### src/rtl/pcm_pkg.sv
package pcm_pkg;

   // Framing mode selected by the configuration input.
   typedef enum logic {
      FRM_SHORT = 1'b0,
      FRM_LONG  = 1'b1
   } frm_mode_e;

   // Asynchronous pins that cross into the system clock domain.
   typedef struct packed {
      logic bclk;
      logic tx_sync;
      logic rx_sync;
      logic rx_data;
   } pcm_pins_t;

   localparam int PINS_W = $bits(pcm_pins_t);

endpackage

### src/rtl/pcm_edge_sync.sv
module pcm_edge_sync #(
   parameter int W      = 4,
   parameter int STAGES = 2
) (
   input  logic         clk,
   input  logic         rst_n,
   input  logic [W-1:0] d_i,
   output logic [W-1:0] q_o,
   output logic [W-1:0] rise_o,
   output logic [W-1:0] fall_o
);

   generate
      if (STAGES < 2) begin : g_bad_stages
         $error("pcm_edge_sync: STAGES must be at least 2");
      end
      if (W < 1) begin : g_bad_width
         $error("pcm_edge_sync: W must be at least 1");
      end
   endgenerate

   for (genvar g = 0; g < W; g++) begin : g_bit
      logic [STAGES-1:0] chain_q;
      logic              last_q;

      always_ff @(posedge clk or negedge rst_n) begin
         if (!rst_n) begin
            chain_q <= '0;
            last_q  <= 1'b0;
         end else begin
            chain_q <= {chain_q[STAGES-2:0], d_i[g]};
            last_q  <= chain_q[STAGES-1];
         end
      end

      assign q_o[g]    = chain_q[STAGES-1];
      assign rise_o[g] = chain_q[STAGES-1] & ~last_q;
      assign fall_o[g] = ~chain_q[STAGES-1] & last_q;
   end

endmodule

### src/rtl/pcm_tx_lane.sv
module pcm_tx_lane #(
   parameter int WORD_W = 8
) (
   input  logic              clk,
   input  logic              rst_n,
   input  logic              long_i,
   input  logic              b_rise_i,
   input  logic              b_fall_i,
   input  logic              sync_i,
   input  logic              sync_rise_i,
   input  logic              sync_fall_i,
   input  logic [WORD_W-1:0] word_i,
   input  logic              load_i,
   output logic              data_o,
   output logic              oe_o,
   output logic              ready_o,
   output logic              underrun_o,
   output logic              abort_o
);

   localparam int IW = (WORD_W > 1) ? $clog2(WORD_W) : 1;
   localparam logic [IW-1:0] LAST = IW'(WORD_W - 1);

   logic [WORD_W-1:0] hold_q, sh_q;
   logic              full_q, active_q, sampled_q, armed_q, under_q;
   logic [IW-1:0]     idx_q;

   logic start, shift, stop, mark, arm_set, abort;

   // Event decode for one system clock cycle.
   always_comb begin
      start   = 1'b0;
      shift   = 1'b0;
      stop    = 1'b0;
      mark    = 1'b0;
      arm_set = 1'b0;
      abort   = 1'b0;
      if (long_i) begin
         if (sync_rise_i) begin
            start = 1'b1;
         end else if (sync_fall_i) begin
            stop  = 1'b1;
            abort = active_q && !(idx_q == LAST && sampled_q);
         end else if (b_fall_i && active_q) begin
            mark = 1'b1;
         end else if (b_rise_i && active_q && sampled_q && idx_q != LAST) begin
            shift = 1'b1;
         end
      end else begin
         if (b_fall_i) begin
            mark = active_q;
            if (sync_i) begin
               arm_set = 1'b1;
               abort   = active_q && idx_q != LAST;
            end
         end else if (b_rise_i) begin
            if (armed_q) begin
               start = 1'b1;
            end else if (active_q) begin
               if (idx_q == LAST) stop = 1'b1;
               else               shift = 1'b1;
            end
         end
      end
   end

   always_ff @(posedge clk or negedge rst_n) begin
      if (!rst_n) begin
         hold_q    <= '0;
         sh_q      <= '0;
         full_q    <= 1'b0;
         active_q  <= 1'b0;
         sampled_q <= 1'b0;
         armed_q   <= 1'b0;
         under_q   <= 1'b0;
         idx_q     <= '0;
      end else begin
         if (start) begin
            active_q  <= 1'b1;
            idx_q     <= '0;
            sampled_q <= 1'b0;
            armed_q   <= 1'b0;
            sh_q      <= full_q ? hold_q : '1;
            if (!full_q) under_q <= 1'b1;
         end else if (stop) begin
            active_q <= 1'b0;
         end else if (shift) begin
            sh_q      <= {sh_q[WORD_W-2:0], 1'b1};
            idx_q     <= idx_q + 1'b1;
            sampled_q <= 1'b0;
         end
         if (mark)    sampled_q <= 1'b1;
         if (arm_set) armed_q   <= 1'b1;
         if (long_i && armed_q) armed_q <= 1'b0;

         if (start && full_q) begin
            full_q <= 1'b0;
         end else if (load_i && !full_q) begin
            full_q <= 1'b1;
            hold_q <= word_i;
         end
      end
   end

   assign data_o     = active_q & sh_q[WORD_W-1];
   assign oe_o       = active_q;
   assign ready_o    = ~full_q;
   assign underrun_o = under_q;
   assign abort_o    = abort;

endmodule

### src/rtl/pcm_rx_lane.sv
module pcm_rx_lane #(
   parameter int WORD_W = 8
) (
   input  logic              clk,
   input  logic              rst_n,
   input  logic              long_i,
   input  logic              b_fall_i,
   input  logic              sync_i,
   input  logic              data_i,
   input  logic              pop_i,
   output logic [WORD_W-1:0] word_o,
   output logic              valid_o,
   output logic              overrun_o,
   output logic              abort_o
);

   localparam int IW = (WORD_W > 1) ? $clog2(WORD_W) : 1;
   localparam logic [IW-1:0] LAST = IW'(WORD_W - 1);

   logic [WORD_W-1:0] sh_q, sh_n, hold_q, bit_new;
   logic [IW-1:0]     cnt_q, cnt_n;
   logic              armed_q, armed_n, wait_q, wait_n;
   logic              full_q, ovr_q, full_eff;
   logic              deliver, abort;

   assign bit_new = {sh_q[WORD_W-2:0], data_i};

   always_comb begin
      sh_n    = sh_q;
      cnt_n   = cnt_q;
      armed_n = armed_q;
      wait_n  = wait_q;
      deliver = 1'b0;
      abort   = 1'b0;
      if (b_fall_i) begin
         if (long_i) begin
            armed_n = 1'b0;
            if (sync_i) begin
               if (!wait_q) begin
                  sh_n = bit_new;
                  if (cnt_q == LAST) begin
                     deliver = 1'b1;
                     wait_n  = 1'b1;
                     cnt_n   = '0;
                  end else begin
                     cnt_n = cnt_q + 1'b1;
                  end
               end
            end else begin
               abort  = (cnt_q != '0);
               cnt_n  = '0;
               wait_n = 1'b0;
            end
         end else begin
            wait_n = 1'b0;
            if (armed_q) begin
               sh_n = bit_new;
               if (cnt_q == LAST) begin
                  deliver = 1'b1;
                  armed_n = 1'b0;
                  cnt_n   = '0;
               end else begin
                  cnt_n = cnt_q + 1'b1;
               end
            end
            if (sync_i) begin
               abort   = armed_q && cnt_q != LAST;
               armed_n = 1'b1;
               cnt_n   = '0;
            end
         end
      end
   end

   assign full_eff = full_q & ~pop_i;

   always_ff @(posedge clk or negedge rst_n) begin
      if (!rst_n) begin
         sh_q    <= '0;
         cnt_q   <= '0;
         armed_q <= 1'b0;
         wait_q  <= 1'b0;
         hold_q  <= '0;
         full_q  <= 1'b0;
         ovr_q   <= 1'b0;
      end else begin
         sh_q    <= sh_n;
         cnt_q   <= cnt_n;
         armed_q <= armed_n;
         wait_q  <= wait_n;
         full_q  <= deliver | full_eff;
         if (deliver && !full_eff) hold_q <= bit_new;
         if (deliver && full_eff)  ovr_q  <= 1'b1;
      end
   end

   assign word_o    = hold_q;
   assign valid_o   = full_q;
   assign overrun_o = ovr_q;
   assign abort_o   = abort;

endmodule

### src/rtl/pcm_framer.sv
module pcm_framer
   import pcm_pkg::*;
#(
   parameter int WORD_W      = 8,
   parameter int SYNC_STAGES = 2,
   parameter int ERR_W       = 8,
   parameter bit ERR_SAT     = 1'b1
) (
   input  logic              clk,
   input  logic              rst_n,
   input  logic              long_mode_i,
   input  logic              bclk_i,
   input  logic              tx_sync_i,
   input  logic              rx_sync_i,
   input  logic              rx_data_i,
   output logic              tx_data_o,
   output logic              tx_oe_o,
   input  logic [WORD_W-1:0] tx_word_i,
   input  logic              tx_load_i,
   output logic              tx_ready_o,
   output logic [WORD_W-1:0] rx_word_o,
   output logic              rx_valid_o,
   input  logic              rx_pop_i,
   output logic              tx_underrun_o,
   output logic              rx_overrun_o,
   output logic [ERR_W-1:0]  err_cnt_o
);

   generate
      if (WORD_W < 2) begin : g_bad_word
         $error("pcm_framer: WORD_W must be at least 2");
      end
      if (ERR_W < 2) begin : g_bad_err
         $error("pcm_framer: ERR_W must be at least 2");
      end
      if (SYNC_STAGES < 2) begin : g_bad_sync
         $error("pcm_framer: SYNC_STAGES must be at least 2");
      end
   endgenerate

   pcm_pins_t pins_raw, pins_q, pins_rise, pins_fall;
   logic [PINS_W-1:0] q_vec, rise_vec, fall_vec;

   assign pins_raw = '{bclk: bclk_i, tx_sync: tx_sync_i,
                       rx_sync: rx_sync_i, rx_data: rx_data_i};

   pcm_edge_sync #(.W(PINS_W), .STAGES(SYNC_STAGES)) u_sync (
      .clk    (clk),
      .rst_n  (rst_n),
      .d_i    (pins_raw),
      .q_o    (q_vec),
      .rise_o (rise_vec),
      .fall_o (fall_vec)
   );

   assign pins_q    = pcm_pins_t'(q_vec);
   assign pins_rise = pcm_pins_t'(rise_vec);
   assign pins_fall = pcm_pins_t'(fall_vec);

   logic unused_edges;
   assign unused_edges = ^{pins_q.bclk, pins_rise.rx_sync, pins_rise.rx_data,
                           pins_fall.rx_sync, pins_fall.rx_data};

   // Synchronized transmit sync level, observed by the bound checker.
   logic tx_sync_s;
   assign tx_sync_s = pins_q.tx_sync;

   logic tx_abort, rx_abort;

   pcm_tx_lane #(.WORD_W(WORD_W)) u_tx (
      .clk         (clk),
      .rst_n       (rst_n),
      .long_i      (long_mode_i),
      .b_rise_i    (pins_rise.bclk),
      .b_fall_i    (pins_fall.bclk),
      .sync_i      (tx_sync_s),
      .sync_rise_i (pins_rise.tx_sync),
      .sync_fall_i (pins_fall.tx_sync),
      .word_i      (tx_word_i),
      .load_i      (tx_load_i),
      .data_o      (tx_data_o),
      .oe_o        (tx_oe_o),
      .ready_o     (tx_ready_o),
      .underrun_o  (tx_underrun_o),
      .abort_o     (tx_abort)
   );

   pcm_rx_lane #(.WORD_W(WORD_W)) u_rx (
      .clk       (clk),
      .rst_n     (rst_n),
      .long_i    (long_mode_i),
      .b_fall_i  (pins_fall.bclk),
      .sync_i    (pins_q.rx_sync),
      .data_i    (pins_q.rx_data),
      .pop_i     (rx_pop_i),
      .word_o    (rx_word_o),
      .valid_o   (rx_valid_o),
      .overrun_o (rx_overrun_o),
      .abort_o   (rx_abort)
   );

   // Framing error counter: both lanes may report in one cycle.
   logic [ERR_W-1:0] err_q;
   logic [ERR_W:0]   err_sum;
   assign err_sum = {1'b0, err_q} + (ERR_W+1)'(tx_abort) + (ERR_W+1)'(rx_abort);

   generate
      if (ERR_SAT) begin : g_err_sat
         always_ff @(posedge clk or negedge rst_n) begin
            if (!rst_n)          err_q <= '0;
            else if (err_sum[ERR_W]) err_q <= '1;
            else                 err_q <= err_sum[ERR_W-1:0];
         end
      end else begin : g_err_wrap
         logic unused_carry;
         assign unused_carry = err_sum[ERR_W];
         always_ff @(posedge clk or negedge rst_n) begin
            if (!rst_n) err_q <= '0;
            else        err_q <= err_sum[ERR_W-1:0];
         end
      end
   endgenerate

   assign err_cnt_o = err_q;

endmodule

### config.mk
export PLATFORM = sky130hd
export DESIGN_NAME = pcm_framer
export DESIGN_NICKNAME = d
export VERILOG_FILES = /design/src/rtl/pcm_pkg.sv /design/src/rtl/pcm_edge_sync.sv /design/src/rtl/pcm_tx_lane.sv /design/src/rtl/pcm_rx_lane.sv /design/src/rtl/pcm_framer.sv
export SDC_FILE = /design/constraint.sdc
export NUM_CORES = 1
export LEC_CHECK = 0
export CAP_MARGIN = 5
export CORE_UTILIZATION = 50
export CTS_BUF_LIST = sky130_fd_sc_hd__clkbuf_2
export CTS_CLUSTER_DIAMETER = 120
export DETAILED_ROUTE_END_ITERATION = 16
export HOLD_SLACK_MARGIN = 0.05
export PLACE_DENSITY = 0.74
export SLEW_MARGIN = 10
export SYNTH_ARGS = -nofsm -noshare
export SYNTH_HDL_FRONTEND = slang
export SYNTH_SLANG_ARGS = --single-unit
### constraint.sdc
create_clock -name clk -period 3.4 [get_ports clk]
set_clock_uncertainty 0.15 [all_clocks]
set_input_delay 1.02 -clock clk [delete_from_list [all_inputs] [get_ports clk]]
set_output_delay 1.02 -clock clk [all_outputs]
set_load 0.05 [all_outputs]
==> flow_summary.yaml, run 1 <==
power_and_ir_drop:
  p_comb_share_pct: 29.4
  powerDensity_nw_per_um2: 645.7
  p_int_mw: 1.422
  power.total_mw: 2.217
  switching_power_mw: 0.7945
  power.share.sequential_pct: 48.9
  irDropWorstVdd_v: 0.0004239
  cellLeakagePower_nw: 1.613
  pwr-share-clk_pct: 21.6
  swShare_pct: 35.84
clock_network:
  post_cts_resized: 0
  postCtsHoldBufs: 0
  clock_latency_ps: 480
  cts_buffer_depth: 2
  cts.sinks: 64
  cts-root-buf: "clkbuf_2"
  htreeDepth: 3
  cts.clk_slew.worst_paths_ps: 210
  numCtsBuffers: 9
  cts_tree: "built"
  post-cts-setup-buffer-count: 0
floorplan:
  die-area_um2: 5999
  dieWidth_um: 77.45
  fp.dieH_um: 77.45
  fp-row-count: 27
  start_util_pct: 51.69
  ios: 39
  coreArea_um2: 5507
timing:
  finalHoldViolCount: 0
  fin_setup_tns_ps: 0
  fmax_mhz: 320.9
  min_period_ps: 3117
  rsz0062_at_grt: "no"
  maxSlewViolCount: 0
  slew_headroom_pct: 58.69
  finalCritPeriodShare_pct: 91.67
  whs_ps: 225.5
  setup-violations-final: 0
  worst_pin_slew_ps: 615.5
worst_setup_path:
  reg2reg_slack_ps: 640
  crit_family: "buffers and inverters"
  critPathSlowestCell: "clkdlybuf4s50_1"
  required_ps: 2230
  cp_num_buf_inv: 2
  worstPathCellList: "clkinv_1 > clkdlybuf4s50_1"
  critPathArrivalTime_ps: 1950
  cp-end-kind: "primary output"
  critPathMaxFanout: 9
  cpPeakStageDelay_ps: 780
  start_kind: "flop"
  criticalPathCategory: "reg2out"
logic_synthesis:
  synth_xor_area_share_pct: 1.231
  ys_seq_elements: 64
  synthAdderAreaFrac_pct: 3.780
  synth.cell_area_um2: 2846
  ys_seq_area_share_pct: 56.26
  syn-mean-instance-area_um2: 12.22
  synth-compound-area-share_pct: 8.176
  synthArstFlopShare_pct: 100.0
  synthFlopType: "dfrtp_1"
  synth_top_family_by_area: "multiplexers"
  synth_nets: 258
  synth-simple-area-share_pct: 13.01
  syn_inst: 233
  yosys_warnings: 0
  synthMuxAreaShare_pct: 13.36
  synth.distinct_cells: 42
  synth_edf_count: 0
status:
  outcome: "finished, final reports clean"
route:
  drt_iter0_drc: 50
  drc: 0
  drt_first_pass_iters: 4
  viasPerCell: 5.293
  wl_um: 4720
  ant_nets: 0
  wl_per_cell_um: 13.18
  vias: 1895
layout:
  fin_cells: 358
  fill_cells: 458
  n_antenna_cell: 0
  drive_gt1_share_pct: 18.53
  final_area_um2: 3433
  syn_to_final_growth_pct: 20.62
  nets: 306
global_routing:
  antenna_found_initial: 0
  grt_max_degree: 41
  grt_pass1_wl_um: 8307
  grt-ovfl-total: 0
  grt_usage_pct: 17.91
  grt_pass1_vias: 1880
run:
  max_cap_violations: 0
placement:
  port_buffers: 38
  gp_congestion: 0.7982
  post_dp_cell_area_um2: 3311
  dp.cells: 342
  dp_hpwl_um: 3332
hold_path:
  hp-class: "reg2reg"
==> cells in the mapped netlist, types with 2 or more instances <==
master	instances	area share, %
a31oi_1	5	1.1
ha_1	7	3.1
nand2_1	17	2.2
nor2b_1	6	1.3
nand2b_1	6	1.3
mux2_2	24	9.5
buf_2	2	0.35
dfrtp_1	64	56
nand3_1	12	2.1
nor2_1	6	0.79
o31ai_1	7	1.8
nand4bb_1	2	0.79
nand3b_1	3	0.79
o21bai_1	2	0.53
nor3_1	4	0.70
buf_6	4	1.6
xor2_1	2	0.62
inv_1	15	2.0
mux2i_1	11	3.9
o21ai_0	6	1.1
xnor2_1	2	0.62
a21oi_1	6	1.1
==> state kept, by name, summed over array words and instances (netlist names), 2 cells and up <==
signal / count
u_rx.word_o: 8
u_rx.sh_q: 7
u_rx.cnt_q: 3
u_tx.sh_q: 8
u_sync.g_bit.chain_q: 8
u_sync.g_bit.last_q: 2
u_tx.idx_q: 3
err_cnt_o: 8
u_tx.hold_q: 8
==> kinds of logic after synthesis <==
kind of cell	count (synthesis)
DFF	64
adders and majority gates	8
and+or+nand+nor	65
xor gates and xnor gates	4
AOI/OAI and AO/OA	34
muxes	35
buffers and inverters	23
==> final timing paths <==
| check | from | to | depth (start not counted) |
|---|---|---|---|
| min in group asynchronous | rst_n | u_rx.cnt_q[0]$_DFFE_PN0P_ | 1 |
| max in group asynchronous | rst_n | u_tx.hold_q[0]$_DFFE_PN0P_ | 2 |
| worst min register to register | u_sync.g_bit[0].chain_q[0]$_DFF_PN0_ | u_sync.g_bit[0].chain_q[1]$_DFF_PN0_ | 0 |
| worst max-delay path | u_tx.full_q$_DFFE_PN0P_ | tx_ready_o | 2 |
| worst min-delay path | u_sync.g_bit[0].chain_q[0]$_DFF_PN0_ | u_sync.g_bit[0].chain_q[1]$_DFF_PN0_ | 0 |
| worst max register to register | u_rx.cnt_q[0]$_DFFE_PN0P_ | err_cnt_o[3]$_DFF_PN0_ | 12 |
==> stage by stage <==
stage               setup WS, ps  utilization (%)
floorplan                  509.2                -
global placement           69.08            60.12
detailed placement        -20.53            60.12
CTS                        247.1            62.35
global route               171.3            62.35
finish                     283.3            62.35
==> worst reg2reg max path, stage by stage (launching register included) <==
cell and delay, ps:
dfrtp_1 420, ha_1 160, ha_1 290, nor2b_1 100
nor3b_1 140, a31oi_1 140, nor2_1 80, fa_1 440
ha_1 240, nand3_1 170, nor2_1 70, nand2_1 140
o21ai_0 100
==> per-layer routing <==
metal / up-vias / global-route usage, % / part of all wire [%]
li1: 910 / - / -
met1: 939 / 22.92 / 46
met2: 38 / 28.85 / 49
met3: 8 / 4.235 / 3.2
met4: 0 / 8.113 / 1.7
met5: - / 0 / 0
==> power groups by stage <==
stage / clock [mW] / combinational [mW] / sequential, mW
2_1_floorplan: 0 / 0.347 / 1.20
3_3_place_gp: 0 / 0.646 / 1.09
3_5_place_dp: 0 / 0.659 / 1.10
4_1_cts: 0.493 / 0.662 / 1.09
5_1_grt: 0.529 / 0.724 / 1.12
6_report: 0.479 / 0.653 / 1.09
==> placed cells by master (no fill, tap or decap), types with 2 or more instances in the layout <==
| cell | instances |
|---|---|
| nor2b_1 | 6 |
| clkbuf_2 | 9 |
| clkdlybuf4s50_1 | 37 |
| nor3_1 | 4 |
| dfrtp_1 | 64 |
| xnor2_1 | 2 |
| buf_4 | 5 |
| nor2_1 | 6 |
| a21oi_1 | 6 |
| nand2_1 | 17 |
| ha_1 | 7 |
| xor2_1 | 2 |
| mux2i_1 | 11 |
| mux2_2 | 24 |
| inv_6 | 3 |
| o21bai_1 | 2 |
| nand2b_1 | 6 |
| inv_1 | 15 |
| nand3b_1 | 3 |
| o31ai_1 | 7 |
| nand3_1 | 12 |
| nand4bb_1 | 2 |
| a31oi_1 | 5 |
| o21ai_0 | 6 |
==> area by class of cell <==
class	instances	area (µm²)	share of cell area (%)
sequential	64	1602	46.65
multi-input combinational	146	1126	32.80
timing repair buffer	44	432.9	12.61
tap	72	90.09	2.624
clock inverter	7	77.57	2.259
inverter	16	60.06	1.749
clock buffer	9	45.04	1.312
No activity file was read; power rests on OpenSTA's default activity.
==> run 2: changes to the inputs <==
- CAP_MARGIN: 5 -> 10
- CTS_CLUSTER_DIAMETER: 120 -> 30
- SETUP_SLACK_MARGIN: not set -> 0.4
==> flow_summary.yaml, run 2 (synthesis results as in run 1) <==
placement:
  dp_hpwl_um: 3332
  gp_congestion: 0.7982
  dp.cells: 342
  port_buffers: 38
worst_setup_path:
  critPathArrivalTime_ps: 1730
  reg2reg_slack_ps: 640
  cp_num_buf_inv: 1
  reg2regPathDepth: 12
  required_ps: 2230
  cpPeakStageDelay_ps: 820
  start_kind: "flop"
  worstPathCellList: "clkdlybuf4s50_1"
  crit_family: "buffers and inverters"
  cp-end-kind: "primary output"
  critPathMaxFanout: 4
  criticalPathCategory: "reg2out"
  timing.rr.end: "err_cnt_o[3]$_DFF_PN0_"
  reg2reg_from: "u_rx.cnt_q[0]$_DFFE_PN0P_"
  critPathSlowestCell: "clkdlybuf4s50_1"
floorplan:
  fp.dieH_um: 77.45
  dieWidth_um: 77.45
  ios: 39
  fp-row-count: 27
  coreArea_um2: 5507
  start_util_pct: 51.69
  die-area_um2: 5999
route:
  wl_um: 4733
  drt_first_pass_iters: 4
  drc: 0
  ant_nets: 0
  wl_per_cell_um: 13.22
  viasPerCell: 5.265
  drt_iter0_drc: 56
  vias: 1885
timing:
  rsz0062_at_grt: "yes"
  slew_headroom_pct: 58.85
  fmax_mhz: 345.0
  worst_pin_slew_ps: 613.1
  whs_ps: 225.5
  finalCritPeriodShare_pct: 85.25
  min_period_ps: 2898
  finalHoldViolCount: 0
  setup-violations-final: 0
  maxSlewViolCount: 0
power_and_ir_drop:
  irDropWorstVdd_v: 0.0004240
  powerDensity_nw_per_um2: 640.0
  cellLeakagePower_nw: 1.693
  power.total_mw: 2.202
global_routing:
  grt_pass1_vias: 1880
  grt_pass1_wl_um: 8307
  grt_max_degree: 41
  grt-ovfl-total: 0
  grt_usage_pct: 17.91
  antenna_found_initial: 0
layout:
  layout_common_cells: "dfrtp_1, clkdlybuf4s50_1, mux2_2, nand2_1, inv_1"
  syn_to_final_growth_pct: 20.88
  seqCellArea_um2: 1602
  fin_cells: 358
  n_antenna_cell: 0
  utilization_pct: 62.49
  final_common_cell: "dfrtp_1"
  multiInputGateArea_um2: 1126
  drive_gt1_share_pct: 18.53
  fill_cells: 457
  nets: 306
hold_path:
  hp-class: "reg2reg"
  hold_path_startpoint: "u_sync.g_bit[0].chain_q[0]$_DFF_PN0_"
  min_to: "u_sync.g_bit[0].chain_q[1]$_DFF_PN0_"
  holdPathStages: 0
clock_network:
  post_cts_resized: 4
  htreeDepth: 3
  cts.sinks: 64
  numCtsBuffers: 9
  cts_tree: "built"
  postCtsHoldBufs: 0
  clock_latency_ps: 480
  cts.clk_slew.worst_paths_ps: 210
  post-cts-setup-buffer-count: 0
  cts-root-buf: "clkbuf_2"
  cts_buffer_depth: 2
run:
  max_cap_violations: 0
status:
  outcome: "finished, final reports clean"
==> run 2: cell types whose count changed in the layout (fill, tap and decap cells not counted), sizes merged <==
cell           previous run  this run
clkdlybuf4s50            37        28
dlymetal6s2s              0         5
dlygate4sd2               0         4
==> run 2: final cells by class <==
cell class | count | area share [%]
Timing Repair Buffer | 44 | 12.80
Inverter | 16 | 1.745
Tap cell | 72 | 2.618
Multi-Input combinational cell | 146 | 32.73
Clock inverter | 7 | 2.255
Sequential cell | 64 | 46.55
Clock buffer | 9 | 1.309
==> run 2: worst max path at each step <==
| stage | start | endpoint | depth (start not counted) |
|---|---|---|---|
| 5_1_grt | u_rx.cnt_q[0]$_DFFE_PN0P_ | err_cnt_o[3]$_DFF_PN0_ | 12 |
| 6_report | err_cnt_o[6]$_DFF_PN0_ | err_cnt_o[6] | 1 |
| 3_5_place_dp | long_mode_i | err_cnt_o[3]$_DFF_PN0_ | 11 |
| 2_1_floorplan | long_mode_i | err_cnt_o[3]$_DFF_PN0_ | 11 |
| 3_3_place_gp | long_mode_i | err_cnt_o[3]$_DFF_PN0_ | 11 |
| 4_1_cts | err_cnt_o[5]$_DFF_PN0_ | err_cnt_o[5] | 1 |
==> run 2: power by group <==
part	internal (mW)	switching [mW]	leakage, nW
Combinational	0.278	0.362	0.839
Clock	0.178	0.300	0.0733
Sequential	0.954	0.131	0.781
Total	1.41	0.793	1.69
==> run 2: routing by layer <==
| layer | GRT usage, % | up-vias | part of all wire (%) | routed length, µm |
|---|---|---|---|---|
| met2 | 28.85 | 36 | 49 | 2337 |
| met1 | 22.92 | 930 | 46 | 2155 |
| met5 | 0 | - | 0 | 0 |
| met4 | 8.113 | 0 | 1.7 | 79 |
| met3 | 4.235 | 8 | 3.4 | 160 |
| li1 | - | 911 | - | - |
==> run 2: metrics by stage <==
| step | setup WS, ps | instance area [µm²] | setup TNS [ps] |
|---|---|---|---|
| after detailed placement | -20.53 | 3311 | -23.58 |
| after floorplan | 509.2 | 2846 | 0 |
| after global routing | 393.8 | 3441 | 0 |
| after global placement | 69.08 | 3311 | 0 |
| after CTS | 418.6 | 3428 | 0 |
| final | 501.5 | 3441 | 0 |
==> run 3: changes to the inputs <==
- SETUP_SLACK_MARGIN: 0.4 -> 0.05
==> results of run 3 <==
Final layout, timing and power as in run 1 (identical DEF).
